<file path="config.mk">
export PLATFORM = sky130hd
export DESIGN_NAME = bcd_acc_adder
export DESIGN_NICKNAME = d
export VERILOG_FILES = /design/src/rtl/bcd_acc_pkg.sv /design/src/rtl/bcd_acc_arith.sv /design/src/rtl/bcd_acc_ctrl.sv /design/src/rtl/bcd_acc_opreg.sv /design/src/rtl/bcd_acc_adder.sv
export SDC_FILE = /design/constraint.sdc
export NUM_CORES = 1
export LEC_CHECK = 0
export ABC_AREA = 1
export BUFFER_PORTS_ARGS = -buffer_cell sky130_fd_sc_hd__buf_2
export CORE_MARGIN = 4
export CORE_UTILIZATION = 45
export DETAILED_ROUTE_END_ITERATION = 8
export PLACE_DENSITY = 0.69
export SYNTH_ARGS = -nofsm -noshare
export SYNTH_HDL_FRONTEND = slang
export SYNTH_SLANG_ARGS = --single-unit
</file>
<file path="constraint.sdc">
create_clock -name clk -period 5.4 [get_ports clk]
set_input_delay 0 -clock clk [delete_from_list [all_inputs] [get_ports clk]]
set_output_delay 0 -clock clk [all_outputs]
set_load 0.005 [all_outputs]
</file>
<file path="src/rtl/bcd_acc_pkg.sv">
package bcd_acc_pkg;
  typedef struct packed {
    logic n;
    logic v;
    logic z;
    logic c;
  } acc_flags_t;
endpackage

</file>
<file path="src/rtl/bcd_acc_arith.sv">
module bcd_acc_arith
  import bcd_acc_pkg::*;
#(
  parameter int DW = 8
) (
  input  logic [DW-1:0] a_in,
  input  logic [DW-1:0] m_in,
  input  logic          cin,
  input  logic          dec,
  output logic [DW-1:0] res,
  output acc_flags_t    fo
);
  localparam int NW = DW / 2;
  localparam int SW = DW + 2;

  logic [SW-1:0] raw_sum, half_adj, full_adj, flag_src;
  logic [NW:0]   low_digits;
  logic          low_fix, high_fix;

  always_comb begin
    raw_sum    = SW'(a_in) + SW'(m_in) + SW'(cin);
    low_digits = (NW+1)'(a_in[NW-1:0]) + (NW+1)'(m_in[NW-1:0]) + (NW+1)'(cin);
    low_fix    = dec && (low_digits > (NW+1)'(9));
    half_adj   = low_fix ? raw_sum + SW'(6) : raw_sum;
    high_fix   = half_adj > SW'(153);
    full_adj   = high_fix ? half_adj + SW'(96) : half_adj;
    flag_src   = dec ? half_adj : raw_sum;
    fo.z       = (raw_sum[DW-1:0] == '0);
    fo.n       = flag_src[DW-1];
    fo.v       = ~(a_in[DW-1] ^ m_in[DW-1]) & (a_in[DW-1] ^ flag_src[DW-1]);
    fo.c       = dec ? high_fix : raw_sum[DW];
    res        = dec ? full_adj[DW-1:0] : raw_sum[DW-1:0];
  end
endmodule

</file>
<file path="src/rtl/bcd_acc_ctrl.sv">
module bcd_acc_ctrl (
  input  logic clk,
  input  logic rst,
  input  logic op_valid,
  input  logic ld_en,
  output logic op_ready,
  output logic accept,
  output logic load_ok,
  output logic busy,
  output logic done
);
  logic busy_q, done_q;

  assign op_ready = !busy_q && !ld_en;
  assign accept   = op_valid && op_ready;
  assign load_ok  = ld_en && !busy_q;
  assign busy     = busy_q;
  assign done     = done_q;

  always_ff @(posedge clk) begin
    if (rst) begin
      busy_q <= 1'b0;
      done_q <= 1'b0;
    end else begin
      busy_q <= accept;
      done_q <= busy_q;
    end
  end

  assert_ready_drops_R2: assert property (@(posedge clk) disable iff (rst)
    accept |=> !op_ready);
  assert_done_follows_R3: assert property (@(posedge clk) disable iff (rst)
    accept |=> ##1 done);
  assert_done_single_R3: assert property (@(posedge clk) disable iff (rst)
    done |=> !done);
endmodule

</file>
<file path="src/rtl/bcd_acc_opreg.sv">
module bcd_acc_opreg #(
  parameter int DW = 8
) (
  input  logic          clk,
  input  logic          rst,
  input  logic          capture,
  input  logic [DW-1:0] d_in,
  input  logic          dec_in,
  output logic [DW-1:0] d_q,
  output logic          dec_q
);
  always_ff @(posedge clk) begin
    if (rst) begin
      d_q   <= '0;
      dec_q <= 1'b0;
    end else if (capture) begin
      d_q   <= d_in;
      dec_q <= dec_in;
    end
  end
endmodule

</file>
<file path="src/rtl/bcd_acc_adder.sv">
module bcd_acc_adder
  import bcd_acc_pkg::*;
#(
  parameter int DW = 8
) (
  input  logic          clk,
  input  logic          rst,
  input  logic          op_valid,
  output logic          op_ready,
  input  logic [DW-1:0] op_data,
  input  logic          dec_mode,
  input  logic          ld_en,
  input  logic [DW-1:0] ld_acc,
  input  logic [3:0]    ld_flags,
  output logic [DW-1:0] acc,
  output logic          flag_c,
  output logic          flag_z,
  output logic          flag_n,
  output logic          flag_v,
  output logic          done
);
  localparam int NW = DW / 2;

  logic          accept, load_ok, busy;
  logic [DW-1:0] op_q, sum_res, acc_q;
  logic          dec_q;
  acc_flags_t    flg_q, sum_flg;

  bcd_acc_ctrl u_ctrl (
    .clk(clk), .rst(rst), .op_valid(op_valid), .ld_en(ld_en),
    .op_ready(op_ready), .accept(accept), .load_ok(load_ok),
    .busy(busy), .done(done)
  );

  bcd_acc_opreg #(.DW(DW)) u_opreg (
    .clk(clk), .rst(rst), .capture(accept), .d_in(op_data),
    .dec_in(dec_mode), .d_q(op_q), .dec_q(dec_q)
  );

  bcd_acc_arith #(.DW(DW)) u_arith (
    .a_in(acc_q), .m_in(op_q), .cin(flg_q.c), .dec(dec_q),
    .res(sum_res), .fo(sum_flg)
  );

  always_ff @(posedge clk) begin
    if (rst) begin
      acc_q <= '0;
      flg_q <= '0;
    end else if (busy) begin
      acc_q <= sum_res;
      flg_q <= sum_flg;
    end else if (load_ok) begin
      acc_q <= ld_acc;
      flg_q <= acc_flags_t'(ld_flags);
    end
  end

  assign acc    = acc_q;
  assign flag_c = flg_q.c;
  assign flag_z = flg_q.z;
  assign flag_n = flg_q.n;
  assign flag_v = flg_q.v;

  assert_idle_hold_R3: assert property (@(posedge clk) disable iff (rst)
    (!busy && !ld_en) |=> $stable(acc_q));
  assert_bin_zero_R5: assert property (@(posedge clk) disable iff (rst)
    (done && !dec_q) |-> (flag_z == (acc == '0)));
  assert_bcd_digits_R8: assert property (@(posedge clk) disable iff (rst)
    (busy && dec_q && op_q[NW-1:0] <= NW'(9) && op_q[DW-1:NW] <= NW'(9)
          && acc_q[NW-1:0] <= NW'(9) && acc_q[DW-1:NW] <= NW'(9))
    |=> (acc_q[NW-1:0] <= NW'(9) && acc_q[DW-1:NW] <= NW'(9)));
endmodule

</file>
### Word-level counts from Yosys, hierarchy flattened

Cells that the tools add are included.

* magnitude comparators: 2
* reductions and logical operators: 8
* $add $sub $neg: 6
* bitwise gates (word level): 4
* mux-type cells: 9

Operators by type and width (count)
* 8-bit 2-to-1 mux: 5
* 10-bit by 3-bit adder with 10-bit output (second input constant): 1
* 9-bit by 1-bit adder with 10-bit output: 1
* 10-bit by 8-bit > comparator with 1-bit output (second input constant): 1
* 10-bit 2-to-1 mux: 1
* 8-bit by 8-bit adder with 9-bit output: 1
* 8-bit by 7-bit adder with 8-bit output (second input constant): 1
* 8-bit zero test: 1
* 4-bit 2-to-1 mux: 2
* 4-bit by 4-bit adder with 5-bit output: 1
* 5-bit by 1-bit adder with 5-bit output: 1
* 5-bit by 4-bit > comparator with 1-bit output (second input constant): 1
* 1-bit logical AND: 4
* 1-bit zero test: 2
* 2-bit nonzero test: 1
* 1-bit XOR: 2
* 1-bit AND: 1
* 1-bit 2-to-1 mux: 1
* 1-bit inverter: 1

* register bits: 23
* bits of input ports: 25
* output and inout bits: 14
* word-level logic and storage cells: 38

### Longest topological paths before layout

Gate-level depths: netlist of the first run.

* word-level depth: 9
* depth in mapped cells: 21
* gate-level depth less buffers: 21

### Hierarchy

Synthesis of the first run repeated with hierarchy kept, for this count alone.

* cells, all modules: 302
* area total of the unflattened synthesis: 1938.1 um^2

Modules (own cells, without submodules)
* bcd_acc_arith: area each 884.6 um^2, instances 1, cells each 143, seq. area each 0.0 um^2
* bcd_acc_adder: area each 594.3 um^2, instances 1, cells each 92, seq. area each 240.2 um^2
* bcd_acc_opreg: area each 381.6 um^2, instances 1, cells each 57, seq. area each 180.2 um^2
* bcd_acc_ctrl: area each 77.6 um^2, instances 1, cells each 10, seq. area each 40.0 um^2

### Worst setup path after synthesis of the first run

No wires, ideal clock.

* path kind: flip-flop to flip-flop
* start: register acc_q[0] (netlist: acc[0])
* end: register acc_q[7] (netlist: acc[7])
* setup slack: 3.051 ns
* cell stages (with the launch flop): 16
* library setup time: 0.122 ns
* required time: 5.278 ns
* clock period less this slack: 2.349 ns
* path buffers: 0
* arrival: 2.227 ns
* cells stage by stage: dfxtp_1 > fa_1 > nand2_2 > nand2_1 > nand3_1 > nand4_4 > nor2_4 > nand3_4 > xor2_2 > nand2_2 > nand2_4 > nand2_1 > nand2_1 > nand3_1 > nand2_1 > a21oi_2

* cells in the longest elaborated chain, start to end: 9
* elaborated cells on any way between the ends: 13
* those cells by class: add/sub (6); order compare (2); mux (4); reduce/logical (1)

Ends and longest elaborated chain
* start, declared: line bcd_acc_adder.sv:25 `logic [DW-1:0] op_q, sum_res, acc_q;`
* start signal, assigned: line bcd_acc_adder.sv:50 `acc_q <= sum_res;`
* start signal, assigned: line bcd_acc_adder.sv:53 `acc_q <= ld_acc;`
* branches (longest 7 deep; another with 9-bit by 1-bit adder with 10-bit output)
* 8-bit 2-to-1 mux *: line bcd_acc_arith.sv:32 `res = dec ? full_adj[DW-1:0] : raw_sum[DW-1:0];`
* 8-bit 2-to-1 mux *: line bcd_acc_adder.sv:49 `end else if (busy) begin`

Mark *: on every way between the ends.
A chain may end at the register's enable or synchronous reset.

### Worst setup path after layout of the first run

Ends and elaborated chain as after synthesis.

==> reports/qor.txt, run 1 <==
Status - finished, violations left
Failing checks - negative hold slack
TritonCTS clock tree - built
Drt first pass iters - 4
CP Class - flop to flop
CTS Buffer Depth - 2
Synthesized cell area - 1680 um^2
Crit path cell chain - fa_1 > nand2_2 > nand2_2 > nand2_1 > nand2_1 > nand2_1 > nand2_2 > nor2_4 > nand3_4 > xor2_2 > nand2_2 > nand2_4 > nand2_1 > nand2_1 > nand3_1 > nand2_1 > a21oi_2
Vias in the first global route - 1576
Max Cap Violations - 0
Metal3 WL - 206 um
Final Setup Violations - 0
Minimum clock period - 2.57 ns
CP Max Fanout - 5
Setup TNS - 0 ns
Critical-path top delay cell - fa_1
Pin count of the biggest net entering global routing - 17
Cells after Synth - 251
Violation count after the first detailed-route iteration - 67
Final hold violation count - 1
Peak per-stage delay on the critical path - 0.50 ns
H-tree Lvls - 1
Area leader, netlist - dfxtp_1
Slew Viols, Final - 0
DR WL/cell - 12.4 um
Boundary pin count - 39
Critical path arrival - 2.72 ns
Clock sinks - 23
WL met2 - 1860 um
Leak Pwr - 1.04 nW
Top-area cell type share of the netlist area - 27.4%
Yosys warns - 0
Netlist cell types - 27
Layout area overhead - 20.3%
Final core occ - 58.3%
Worst slew margin relative to its limit - 45.1%
Clock Tree Root - clkbuf_8
Most common cell after layout, fill and taps aside - nand2_1
Uppermost layer routed - met4
ANT nets after route - 0
Critical Path Start Type - flop
RSZ-0062 raised after global routing - no
Flops & latches, synth - 23
Peak VDD IR - 131 uV
Die span in y - 69.1 um
CP endpoint kind - flop
Avg Synthesized Cell Area - 6.69 um^2
Number of antenna diodes - 0
Clk_skew - 0.00354 ns
Via-to-Cell Ratio - 4.92
Drt drc - 0
Port Buffers - 38
Min Hold Slack - -0.00415 ns
Commonest cells after routing, fill and taps aside - 59 x nand2_1, 38 x buf_2, 29 x inv_1
Worst-margin pin slew - 0.821 ns
Buffer count from post-CTS setup fixing - 0
Pwr dens - 225 nW/um^2
Worst min path class - input pin to flop
Final HPWL DP - 3350 um
F_max - 389 MHz
Starting Density - 48.4%
CTS Hold Bufs - 7
Cell seen most often among critical-path stages - nand2_1
Routed WL - 4210 um
NumNets Final - 330
Seq/Total Area, Yosys - 27.4%
Num CTS Buffers - 3
GRT Total Usage - 18.4%
CTS clk-pin slew, worst paths - 0.08 ns
Final Cycle Share - 47.6%
Top post-synthesis cells by area - dfxtp_1 27%, nand2_1 13%, nand3_1 7.4%
Initial antenna violation count - 0
Cell row count - 21
Clk Latency, worst-skew pair - 0.26 ns
Global route overflow - 0
Syn Nets - 286
CORE AREA - 3470 um^2
Fraction of layout cells with a size suffix above 1 - 24.8%
Vias - 1672
Metal-1 WL - 2090 um
DIE WIDTH - 69.1 um
First-pass GRT wire length - 7310 um
Die area - 4780 um^2
RePlAce Congestion - 0.874
Cts repair resizes - 0
CP required - 5.55 ns
## cells by family (layout without fill, tap and decap cells)
group,Yosys count,count (layout),share of synthesized area [%]
compound gates,40,40,13.0
buf+inv,41,84,9.16
xor+xnor,3,3,3.13
simple gates,134,134,39.5
fa+ha+maj,10,10,7.89
flops,23,23,27.4
## critical path, delay by kind of cell, from the launching register on
kind                     cells  cell delay, ns
XOR/XNOR                     1            0.31
AO/OA/AOI/OAI                1            0.05
adder cells (fa/ha/maj)      1            0.50
flip-flops                   1            0.35
AND/OR/NAND/NOR             14            1.26
## layer usage
metal,track usage (%),up-vias
met2,29.2,46
met1,26.3,718
met4,4.56,0
met3,2.03,6
met5,0,-
li1,-,902
## path summary, 6_finish.rpt
| kind | startpoint | to | slack, ns | cells after the start |
|---|---|---|---|---|
| worst max-delay path | acc[0] | acc[7] | 2.83 | 17 |
| worst min-delay path | op_data[7] | u_opreg.d_q[7] | -0.004 | 3 |
| worst max register to register | acc[0] | acc[7] | 2.83 | 17 |
| worst min register to register | flag_n | flag_n | 0.49 | 2 |
## area by class of cell
type | instances | area [um^2]
flip-flops and latches | 23 | 460
clock buffers | 3 | 41.3
multi-input cells | 187 | 1070
well taps | 46 | 57.6
repair buffers | 45 | 260
inverters | 35 | 131
clock inverters | 1 | 5.00
fillers | 352 | 1450
## flip-flops by register name, summed over array words and instances, names as in the netlist
| name | count |
|---|---|
| flag_v | 1 |
| acc | 8 |
| u_opreg.dec_q | 1 |
| flag_z | 1 |
| flag_c | 1 |
| u_opreg.d_q | 8 |
| u_ctrl.done | 1 |
| u_ctrl.busy | 1 |
| flag_n | 1 |
## power by group
part           total (mW)  switching, mW  internal, mW
combinational       0.155         0.0952        0.0601
sequential          0.192         0.0108         0.182
clock               0.107         0.0552        0.0515
## metrics by stage
stage	worst slack (ns)	instances	hold WS (ns)	cell area [um^2]	total power, mW
global placement	2.94	329	0.251	1910	0.346
detailed placement	2.83	329	0.254	1910	0.347
finish	2.83	340	-0.00415	2020	0.454
floorplan	3.05	251	0.167	1680	0.307
global route	2.57	340	0.0294	2020	0.489
CTS	2.81	340	0.00222	2020	0.457
## Yosys cell counts
cell and instances:
inv_1 29, o21ai_0 22, nand2_2 9, nand3_1 25
or2_1 1, dfxtp_1 23, nand4_1 4, nor4_1 1
ha_1 9, or2_2 1, nand3b_1 1, nand2_1 59
inv_2 6, xor2_2 1, a21oi_1 10, a21oi_2 3
a31oi_1 5, fa_1 1, nand2_4 2, nand3_2 5
nand4_4 1, xor2_1 1, xor2_4 1, nor2_4 1
nor2_1 23, nand3_4 1, clkbuf_1 6
Note: power is estimated with default switching activity, not from simulation.
==> run 2, diff against run 1 <==
clock period = 2.6 ns   (was 5.4 ns; I/O delays follow)
==> run 2 against run 1 <==
  * The flow still finishes with violations (negative hold slack)
  * Count of clock-buffer cells in the layout did not move
  * Register-to-register slack got worse by 2.6 ns
  * Maximum frequency rose by 8.0%
  * Via count rose by 2.6%
  * Hold slack improved by 0.0030 ns
  * Final area rose by 2.0%
  * Core utilization rose by 1.2 points
  * Sequential cell count did not move
  * Die area did not move
  * Critical path type unchanged
  * Largest power group unchanged
==> reports/qor.txt, run 2 (same netlist as run 1, synthesis figures left out) <==
CTS clk-pin slew, worst paths - 0.09 ns
Cell seen most often among critical-path stages - nand2_1
ANT nets after route - 0
Final Cycle Share - 91.5%
Most common cell after layout, fill and taps aside - nand2_1
Boundary pin count - 39
GRT Total Usage - 19.0%
Worst min path class - input pin to flop
DIE WIDTH - 69.1 um
Worst-margin pin slew - 0.746 ns
CTS Buffer Depth - 2
Max Cap Violations - 0
Starting Density - 48.4%
Clk_skew - 0.00348 ns
NumNets Final - 332
R2R depth - 15
Setup ws final - 0.221 ns
Pwr dens - 466 nW/um^2
Failing checks - negative hold slack
Routed WL - 4340 um
CP required - 2.80 ns
Dpl cells - 331
Critical-path top delay cell - fa_2
Worst r2r dst - acc[6]
Storage element area - 460 um^2
Commonest cells after routing, fill and taps aside - 58 x nand2_1, 38 x buf_2, 29 x inv_1
CP Depth - 15
Critical path arrival - 2.58 ns
Vias - 1716
Clock sinks - 23
Die span in y - 69.1 um
Drt drc - 0
Initial antenna violation count - 0
CP endpoint kind - flop
Slew Viols, Final - 0
Placement Cell Area - 1920 um^2
Min Hold Slack - -0.00117 ns
Number of antenna diodes - 0
Setup Slack @ Placement - 0.143 ns
WHS Endpoint - u_opreg.d_q[4]
Crit path cell chain - fa_2 > nand2_4 > nand2_2 > nand3_2 > nand4_4 > nor2_4 > nand3_4 > or2_1 > nand2_1 > inv_2 > nand2_4 > nand2_1 > nand3_1 > nand2_1 > a21oi_2
Worst path buffer plus inverter count - 1
Via-to-Cell Ratio - 5.02
Vias in the first global route - 1629
Violation count after the first detailed-route iteration - 41
Cell row count - 21
Port Buffers - 38
Global route overflow - 0
Num CTS Buffers - 3
Final hold violation count - 1
Clk Latency, worst-skew pair - 0.26 ns
CP Class - flop to flop
Drt first pass iters - 4
RePlAce Congestion - 0.880
Multi-input gate area - 1090 um^2
Layout area overhead - 22.7%
Setup slack, reg-to-reg - 0.22 ns
Pin count of the biggest net entering global routing - 16
Minimum clock period - 2.38 ns
Final Cell Area - 2060 um^2
Hold depth - 3
CP Max Fanout - 6
H-tree Lvls - 1
Final HPWL DP - 3360 um
Critical Path Start Type - flop
Fraction of layout cells with a size suffix above 1 - 27.4%
Leak Pwr - 1.05 nW
Die area - 4780 um^2
DR WL/cell - 12.7 um
Hold Startpoint - op_data[4]
Peak per-stage delay on the critical path - 0.44 ns
Peak VDD IR - 273 uV
TritonCTS clock tree - built
R2R Path Start - u_opreg.d_q[0]
CORE AREA - 3470 um^2
Final Setup Violations - 0
Final cell count without fillers - 342
Buffer count from post-CTS setup fixing - 0
First-pass GRT wire length - 7590 um
Critical path's top delay family - simple AND/OR/NAND/NOR gates
Worst slew margin relative to its limit - 50.1%
Clock Tree Root - clkbuf_8
Fillcell total - 376
Status - finished, violations left
F_max - 420 MHz
==> run 2: changes by cell type in the layout (fill, tap and decap cells not counted), sizes merged <==
| cell | delta |
|---|---|
| buf | +2 |
==> run 2: power breakdown <==
group	internal (mW)	total, mW	leakage, nW	switching (mW)
Clock	0.107	0.227	0.0255	0.120
Combinational	0.132	0.334	0.839	0.202
Sequential	0.377	0.400	0.190	0.0228
==> run 2: layout make-up <==
class	count	share of cell area (%)
multi-input cells	187	52.9
flip-flops and latches	23	22.3
repair buffers	47	13.3
inverters	35	6.37
well taps	46	2.79
clock buffers	3	2.00
clock inverters	1	0.243
==> run 2: worst register-to-register path: cells and delay by family, from the launching register on <==
| family | cells | cell delay, ns |
|---|---|---|
| AO/OA/AOI/OAI | 1 | 0.12 |
| flip-flops | 1 | 0.35 |
| adder cells (fa/ha/maj) | 1 | 0.44 |
| AND/OR/NAND/NOR | 12 | 1.35 |
| buffers and inverters | 1 | 0.05 |
==> run 2: layer usage <==
layer	part of all wire [%]	up-vias	track usage, %
met5	0	-	0
met4	0.92	0	4.56
met3	4.9	4	2.47
met2	47	45	31.0
met1	47	763	26.3
li1	-	904	-
==> run 2: worst max path at each step <==
stage / startpoint / to / slack (ns)
after floorplan: acc[0] / acc[7] / 0.25
after global placement: acc[0] / acc[6] / 0.21
after detailed placement: acc[0] / acc[7] / 0.14
after CTS: acc[0] / acc[6] / 0.13
after global routing: u_opreg.d_q[0] / acc[6] / -0.005
final: u_opreg.d_q[0] / acc[6] / 0.22
==> run 2: timing repair <==
item	4_1_cts	5_1_grt
endpoints found under the hold margin	7	0
endpoints found under the setup margin	0	4
hold buffers	7	0
gates resized for setup	0	7
==> run 2: through the flow <==
stage	util [%]	setup TNS (ns)	total power, mW
after detailed placement	55.4	0	0.726
after global placement	55.4	0	0.725
final	59.5	0	0.961
after CTS	58.7	0	0.952
after global routing	59.5	-0.00482	1.03
after floorplan	-	0	0.638
==> run 3, diff against run 2 <==
clock period = 2.8 ns   (was 2.6 ns; I/O delays follow)
==> run 3 against run 2 <==
  * Maximum frequency fell by 6.0%
  * Register-to-register slack improved by 0.05 ns
  * Hold slack got worse by 0.0012 ns
  * Non-clock buffer count fell by 2
  * Highest routed layer unchanged
  * Via count fell by 2.2%
  * The flow still finishes with violations (negative hold slack)
  * Sequential power fell by 7.2%
  * Global-route usage fell by 0.30 points
  * Critical path type unchanged
  * Power fell by 8.2%
==> reports/qor.txt, run 3 (same netlist as run 1, synthesis figures left out) <==
Clk_skew - 0.00469 ns
Cell row count - 21
Critical Path Start Type - flop
Initial antenna violation count - 0
Vias in the first global route - 1616
Leak Pwr - 1.04 nW
Layout area overhead - 21.0%
Final HPWL DP - 3390 um
Storage element area - 460 um^2
Die area - 4780 um^2
Global route overflow - 0
Power share of the combinational group - 34.4%
Switching power - 316 uW
Fraction of layout cells with a size suffix above 1 - 24.8%
CP endpoint kind - flop
Switching share of power - 35.8%
Num CTS Buffers - 3
Final hold violation count - 1
TritonCTS clock tree - built
Number of antenna diodes - 0
Max Cap Violations - 0
Internal power - 567 uW
Failing checks - negative hold slack
Final Cycle Share - 90.4%
Minimum clock period - 2.53 ns
Starting Density - 48.4%
Port Buffers - 38
Worst-margin pin slew - 0.808 ns
Boundary pin count - 39
GRT Total Usage - 18.7%
CP required - 3.00 ns
NumNets Final - 330
R2R Path Start - acc[0]
CTS Buffer Depth - 2
CORE AREA - 3470 um^2
Buffer count from post-CTS setup fixing - 0
Clock Tree Root - clkbuf_8
Worst min path class - input pin to flop
H-tree Lvls - 1
Clock sinks - 23
Final Total Pwr - 882 uW
Slew Viols, Final - 0
Clk Latency, worst-skew pair - 0.27 ns
First-pass GRT wire length - 7470 um
RSZ-0062 raised after global routing - no
Via-to-Cell Ratio - 4.94
Violation count after the first detailed-route iteration - 107
Critical path arrival - 2.73 ns
Hold Startpoint - op_data[1]
CTS clk-pin slew, worst paths - 0.08 ns
Pwr dens - 434 nW/um^2
Die span in y - 69.1 um
Drt first pass iters - 4
Most common cell after layout, fill and taps aside - nand2_1
Commonest cells after routing, fill and taps aside - 59 x nand2_1, 38 x buf_2, 29 x inv_1
Multi-input gate area - 1080 um^2
CP Max Fanout - 6
F_max - 395 MHz
Clock power share - 23.6%
Fillcell total - 364
Reg power frac - 42.0%
Vias - 1678
Routed WL - 4280 um
Peak VDD IR - 306 uV
Final cell count without fillers - 340
Status - finished, violations left
CP Class - flop to flop
Min Hold Slack - -0.00234 ns
DIE WIDTH - 69.1 um
ANT nets after route - 0
Dpl cells - 329
RePlAce Congestion - 0.883
DR WL/cell - 12.6 um
Worst slew margin relative to its limit - 45.9%
Pin count of the biggest net entering global routing - 17
Final Setup Violations - 0
Drt drc - 0
Setup crit start - acc[0]
Setup TNS - 0 ns
## run 3: timing repair
| item | in CTS | in global routing |
|---|---|---|
| endpoints found under the setup margin | 0 | 3 |
| hold endpoints to repair | 7 | 0 |
| gates resized for setup | 0 | 1 |
| hold buffers | 7 | 0 |
## run 3: layout make-up
| cell class | instances | area share, % |
|---|---|---|
| clock inverters | 1 | 0.246 |
| clock buffers | 3 | 2.03 |
| inverters | 35 | 6.46 |
| flip-flops and latches | 23 | 22.6 |
| multi-input cells | 187 | 53.0 |
| well taps | 46 | 2.83 |
| repair buffers | 45 | 12.8 |
## run 3: critical path, stage by stage, from the launching register on
cell,delay (ns)
dfxtp_1,0.34
fa_1,0.50
nand2_2,0.13
nand2_1,0.07
nand3_1,0.15
nand4_4,0.16
nor2_4,0.16
nand3_4,0.13
xor2_4,0.25
nand2_2,0.11
nand2_4,0.09
nand2_1,0.05
nand3_1,0.10
nand2_1,0.09
a21oi_2,0.13
## run 3: metal layers
layer | routed length, um | vias to the layer above | global-route usage (%)
met3 | 139 | 5 | 1.89
met4 | 38 | 0 | 4.56
met2 | 1980 | 38 | 31.5
met5 | 0 | - | 0
li1 | - | 902 | -
met1 | 2130 | 733 | 25.4
## run 3: path summary, 6_finish.rpt
kind | to | slack [ns] | depth (start not counted)
worst max-delay path | acc[6] | 0.27 | 14
worst min-delay path | u_opreg.d_q[1] | -0.002 | 3
worst max register to register | acc[6] | 0.27 | 14
worst min register to register | flag_n | 0.50 | 2
## run 3: power groups by stage
| stage | Combinational, mW | Clock, mW | Sequential (mW) |
|---|---|---|---|
| finish | 0.304 | 0.208 | 0.371 |
| global route | 0.349 | 0.226 | 0.375 |
| CTS | 0.302 | 0.212 | 0.371 |
| detailed placement | 0.292 | 0 | 0.379 |
| global placement | 0.290 | 0 | 0.378 |
| floorplan | 0.219 | 0 | 0.374 |
## run 3: per-stage QoR
stage	util, %	instance area (um^2)	worst slack, ns
finish	58.6	2030	0.269
global route	58.6	2030	0.0163
CTS	58.3	2020	0.210
detailed placement	54.9	1910	0.246
global placement	54.9	1910	0.343
floorplan	-	1680	0.451
